===== config.mk =====
export PLATFORM = sky130hd
export DESIGN_NAME = parcel_assembler
export DESIGN_NICKNAME = d
export VERILOG_FILES = /design/src/rtl/pa_pkg.sv /design/src/rtl/pa_len_decode.sv /design/src/rtl/pa_ones_detect.sv /design/src/rtl/parcel_assembler.sv
export SDC_FILE = /design/constraint.sdc
export NUM_CORES = 1
export LEC_CHECK = 0
export ABC_AREA = 1
export BUFFER_PORTS_ARGS = -buffer_cell sky130_fd_sc_hd__buf_2
export CAP_MARGIN = 15
export CORE_ASPECT_RATIO = 1.2
export CORE_MARGIN = 2
export CORE_UTILIZATION = 56
export DETAILED_ROUTE_END_ITERATION = 6
export PLACE_DENSITY = 0.86
export SYNTH_ARGS = -nofsm -noshare
export SYNTH_HDL_FRONTEND = slang
export SYNTH_SLANG_ARGS = --single-unit

===== constraint.sdc =====
create_clock -name clk -period 3.2 [get_ports clk]
set_clock_uncertainty 0.2 [all_clocks]
set_input_delay 0.32 -clock clk [delete_from_list [all_inputs] [get_ports clk]]
set_output_delay 0.32 -clock clk [all_outputs]
set_load 0.02 [all_outputs]

===== src/rtl/pa_pkg.sv =====
package pa_pkg;
    localparam int PW = 16;

    typedef enum logic [1:0] {
        KIND_OK       = 2'd0,
        KIND_ILLEGAL  = 2'd1,
        KIND_RESERVED = 2'd2
    } pa_kind_e;
endpackage


===== src/rtl/pa_len_decode.sv =====
module pa_len_decode
    import pa_pkg::*;
#(
    parameter int ILEN       = 64,
    parameter bit COMPRESSED = 1'b1,
    localparam int MAXP      = ILEN / PW,
    localparam int LW        = $clog2(MAXP + 1),
    localparam int RW        = (LW > 4) ? LW : 4
) (
    input  logic [PW-1:0] parcel,
    output logic [LW-1:0] consume,
    output pa_kind_e      kind
);
    logic [RW-1:0] raw;

    always_comb begin
        raw  = '0;
        kind = KIND_OK;
        if (parcel == '0) begin
            raw  = COMPRESSED ? RW'(1) : RW'(2);
            kind = KIND_ILLEGAL;
        end else if (parcel[1:0] != 2'b11) begin
            raw  = RW'(1);
            kind = COMPRESSED ? KIND_OK : KIND_ILLEGAL;
        end else if (parcel[4:2] != 3'b111) begin
            raw = RW'(2);
        end else if (!parcel[5]) begin
            raw = RW'(3);
        end else if (!parcel[6]) begin
            raw = RW'(4);
        end else if (parcel[14:12] != 3'b111) begin
            raw = RW'(5) + RW'(parcel[14:12]);
        end else begin
            raw  = RW'(MAXP);
            kind = KIND_RESERVED;
        end
        if (raw > RW'(MAXP)) begin
            raw  = RW'(MAXP);
            kind = KIND_ILLEGAL;
        end
        consume = LW'(raw);
    end
endmodule


===== src/rtl/pa_ones_detect.sv =====
module pa_ones_detect #(
    parameter int W = 64
) (
    input  logic [W-1:0] word,
    output logic         all_ones
);
    assign all_ones = &word;
endmodule


===== src/rtl/parcel_assembler.sv =====
module parcel_assembler
    import pa_pkg::*;
#(
    parameter int ILEN       = 64,
    parameter bit COMPRESSED = 1'b1,
    localparam int MAXP      = ILEN / PW,
    localparam int LW        = $clog2(MAXP + 1)
) (
    input  logic            clk,
    input  logic            rst_n,
    input  logic            flush,
    input  logic            in_valid,
    output logic            in_ready,
    input  logic [PW-1:0]   in_parcel,
    output logic            out_valid,
    input  logic            out_ready,
    output logic [ILEN-1:0] out_data,
    output logic [LW-1:0]   out_len,
    output logic [1:0]      out_kind
);
    typedef struct packed {
        logic [ILEN-1:0] word;
        logic [LW-1:0]   cnt;
        logic [LW-1:0]   need;
        pa_kind_e        kind;
        logic [LW-1:0]   olen;
        logic            ovalid;
    } st_t;

    st_t q, d;

    logic [LW-1:0]   dec_consume;
    pa_kind_e        dec_kind;
    logic [ILEN-1:0] word_next;
    logic            word_ones;
    logic [LW-1:0]   need_now;
    pa_kind_e        kind_now;
    logic            fire;
    logic            last_beat;

    pa_len_decode #(.ILEN(ILEN), .COMPRESSED(COMPRESSED)) u_dec (
        .parcel  (in_parcel),
        .consume (dec_consume),
        .kind    (dec_kind)
    );

    pa_ones_detect #(.W(ILEN)) u_ones (
        .word     (word_next),
        .all_ones (word_ones)
    );

    always_comb begin
        word_next = (q.cnt == '0) ? '0 : q.word;
        for (int i = 0; i < MAXP; i++) begin
            if (LW'(i) == q.cnt) word_next[i*PW +: PW] = in_parcel;
        end
    end

    assign fire      = in_valid && in_ready;
    assign need_now  = (q.cnt == '0) ? dec_consume : q.need;
    assign kind_now  = (q.cnt == '0) ? dec_kind : q.kind;
    assign last_beat = ((LW+1)'(q.cnt) + (LW+1)'(1)) == (LW+1)'(need_now);

    always_comb begin
        d = q;
        if (q.ovalid && out_ready) d.ovalid = 1'b0;
        if (flush) begin
            d.cnt = '0;
        end else if (fire) begin
            d.word = word_next;
            d.need = need_now;
            d.kind = kind_now;
            if (last_beat) begin
                d.cnt    = '0;
                d.ovalid = 1'b1;
                d.olen   = need_now;
                if (word_ones) d.kind = KIND_ILLEGAL;
            end else begin
                d.cnt = q.cnt + LW'(1);
            end
        end
    end

    always_ff @(posedge clk or negedge rst_n) begin
        if (!rst_n) q <= '0;
        else        q <= d;
    end

    assign in_ready  = !q.ovalid;
    assign out_valid = q.ovalid;
    assign out_data  = q.word;
    assign out_len   = q.olen;
    assign out_kind  = q.kind;

    logic [ILEN-1:0] pad_mask;
    always_comb begin
        for (int i = 0; i < MAXP; i++) begin
            pad_mask[i*PW +: PW] = (LW'(i) < out_len) ? '1 : '0;
        end
    end

    a_r10_hold: assert property (@(posedge clk) disable iff (!rst_n)
        out_valid && !out_ready |=> out_valid && $stable(out_data) && $stable(out_len) && $stable(out_kind));
    a_r10_rise_from_beat: assert property (@(posedge clk) disable iff (!rst_n)
        $rose(out_valid) |-> $past(in_valid && !flush));
    a_r5_zero_pad: assert property (@(posedge clk) disable iff (!rst_n)
        out_valid |-> (out_data & ~pad_mask) == '0);
    a_r9_len_bound: assert property (@(posedge clk) disable iff (!rst_n)
        out_valid |-> out_len != '0 && out_len <= LW'(MAXP));
    a_r4_reserved_len: assert property (@(posedge clk) disable iff (!rst_n)
        out_valid && out_kind == 2'd2 |-> out_len == LW'(MAXP));
    a_r7_all_ones: assert property (@(posedge clk) disable iff (!rst_n)
        out_valid && (&out_data) |-> out_kind == 2'd1);
    a_r11_flush: assert property (@(posedge clk) disable iff (!rst_n)
        flush && !out_valid |=> !out_valid);
endmodule


==> metrics.txt <==
outcome finished clean; power per cell area 820 nW/um^2; routed length on met1 5030 microns; number of synthesized register bits 76; DRT Pass-1 Iters 6; port bufs 91; Leak 2.83 nW; Bufs and invs on worst path 2; WL met3 1000 microns; Crit Path Class reg -> reg; synthesized cell area 4900 sq um; setup TNS 0 ps; final max-slew violation count 0; DRT iter0 DRCs 453; Clock Latency Late Sink 370 ps; critical path's largest stage delay 430 ps; post-DP HPWL 8620 microns; area of the multi-input gates 2180 sq um; cts bufs inserted 9; Final period util 87.4%; Nets 740; Die X 89.4 microns; vias in the first global route 4113; clock sinks 76; root buffer cell clkbuf_8; drt total wl 12300 microns; starting density of the core 57.2%; Core Util, Final 59.7%; Syn. warnings 0; num ports 92; routed vias/inst 5.47; Slew @ Worst Pin 954 ps; synthesized instance count 701; ys async rst share 100%; antenna violations before repair 0; Die H 106 microns; CTS clock-pin slew for the worst setup and hold paths 80 ps; final setup fails 0; Mapped Nets 730; Fin. Hold Viols 0; Max IR drop VDD 0.000446 V; register area share after synthesis 38.8%; first-pass GRT wire length 19700 microns; CTS tree built; CP Max Fanout 37; Main synth FF type dfrtp_1; Worst EP arrival 2860 ps; placer's final routability congestion estimate 0.936; H-tree depth 3; number of flops mapped to enable cells by yosys 0; Crit path max-delay family simple AND/OR/NAND/NOR gates; core area 8560 sq um; Post-Place Worst Slack 500 ps; Cell variety after synth 28; DR WL met2 5760 microns; Routed Antenna Nets 0; Overflow after GRT 0; Max Cap Violations 0; Worst Setup Start Kind flop; row count 37; Global Route Usage Sum 27.0%; share of layout cells above drive strength 1 18.3%; register area 1900 sq um; largest net degree at the start of global routing 77; clock buffer depth 2; diodes inserted 0; unrepaired setup endpoints after global routing false; Vias 4559; slowest CP cell dfrtp_1; # fillers 745; Yosys top cell area share 38.8%; Setup Buffers After CTS 0; top sig layer met4; largest cells by area after synthesis dfrtp_1 (39%), nand2_1 (24%), buf_4 (11%); Avg Cell Area, Syn 6.99 sq um; Max-slew headroom 36.4%; Most Frequent Cell on Critical Path nand2_1; Layout Area Growth over Synthesis 4.26%; worst hold path class in -> reg; CP Capture Type flop; cell breakdown of the critical path inv_1 -> ha_1 -> nand2_4 -> buf_4 -> o21ai_0 -> nand2_1 -> nor2_1 -> nand2_1 -> nor2_1 -> nand3_1 -> nor2_2 -> nand3_2 -> nand2_1 -> nand2_1; fmax 358 MHz; Remaining DRCs 0; final setup margin 404 ps; wire per inst 14.8 microns; CP Data Required Time 3260 ps; fin crit period 2800 ps; Synth area leader dfrtp_1; die area 9520 sq um
cell usage in the layout (no fill, tap or decap), types with 2 or more instances in the layout:
cell and instances:
nand2_1 311, buf_2 90, dfrtp_1 76, nand3_1 62, o21ai_0 35, inv_1 31, nor2_1 25, o21ai_1 19
clkbuf_8 12, nand4_1 10, ha_1 8, o21ai_2 7, buf_4 6, inv_2 3, nor2_4 2, nor2_2 2
nand3_2 2, bufinv_16 2, dlygate4sd3_1 2
logic make-up after synthesis:
kind of cell / count (synthesis) / synth area share, %
simple gates: 419 / 35.0
buf+inv: 134 / 16.9
fa+ha+maj: 8 / 2.04
compound gates: 64 / 7.22
flops: 76 / 38.8
worst register-to-register path, stage by stage (launching register included):
cell	delay [ps]
dfrtp_1	430
inv_1	170
ha_1	220
nand2_4	240
buf_4	300
o21ai_0	300
nand2_1	90
nor2_1	120
nand2_1	60
nor2_1	110
nand3_1	120
nor2_2	140
nand3_2	100
nand2_1	70
nand2_1	50
state kept, by name, summed over array words and instances, names as in the netlist:
| signal | cells |
|---|---|
| q | 6 |
| out_len | 3 |
| out_data | 64 |
| out_valid | 1 |
| out_kind | 2 |
routing by layer:
metal	vias up	global-route usage, %
li1	2177	-
met4	0	14.0
met2	241	40.5
met5	-	0
met3	43	6.44
met1	2098	35.9
cells in the mapped netlist (2+ instances only):
| cell | number |
|---|---|
| nand2_1 | 311 |
| dfrtp_1 | 76 |
| buf_4 | 70 |
| nand3_1 | 62 |
| o21ai_0 | 35 |
| inv_1 | 31 |
| nor2_1 | 26 |
| o21ai_1 | 19 |
| clkbuf_1 | 12 |
| nand4_1 | 10 |
| buf_2 | 8 |
| ha_1 | 8 |
| buf_6 | 7 |
| o21ai_2 | 7 |
| inv_2 | 3 |
| buf_1 | 2 |
| nand3_2 | 2 |
| nor2_2 | 2 |
power breakdown:
| group | internal (mW) | switching [mW] | leakage (nW) |
|---|---|---|---|
| sequential | 1.23 | 0.228 | 1.02 |
| clock | 0.503 | 0.358 | 0.116 |
| combinational | 0.539 | 1.33 | 1.69 |
| total | 2.27 | 1.92 | 2.83 |
layout make-up:
type	count	share of cell area, %
Multi-Input combinational cell	491	42.6
Timing Repair Buffer	98	10.1
Tap cell	117	2.86
Inverter	35	2.57
Clock inverter	3	1.32
Clock buffer	13	3.31
Sequential cell	76	37.2
worst paths after layout:
path / from / endpoint / slack [ps] / depth (start not counted)
max: q[9] / out_kind[1] / 400 / 14
min: in_parcel[10] / out_data[42] / 100 / 5
max reg2reg: q[9] / out_kind[1] / 400 / 14
min reg2reg: q[7] / q[7] / 300 / 2
max in group asynchronous: rst_n / out_data[20] / 1750 / 2
min in group asynchronous: rst_n / out_data[32] / 440 / 2
timing repair:
| item | in CTS | in global routing |
|---|---|---|
| endpoints found under the hold margin | 77 | 0 |
| hold buffers | 2 | 0 |
| setup endpoints to repair | 0 | 0 |
| resized for setup | 0 | 0 |
stage by stage:
stage | instances | instance area (sq um) | power, mW | hold WS [ps]
finish | 833 | 5110 | 4.19 | 96.5
global route | 833 | 5110 | 4.47 | 129
floorplan | 701 | 4900 | 3.18 | -176
detailed placement | 815 | 4850 | 3.30 | 292
global placement | 815 | 4850 | 3.23 | 271
CTS | 833 | 5110 | 4.17 | 92.7
Note: power is estimated with default switching activity, not from simulation.
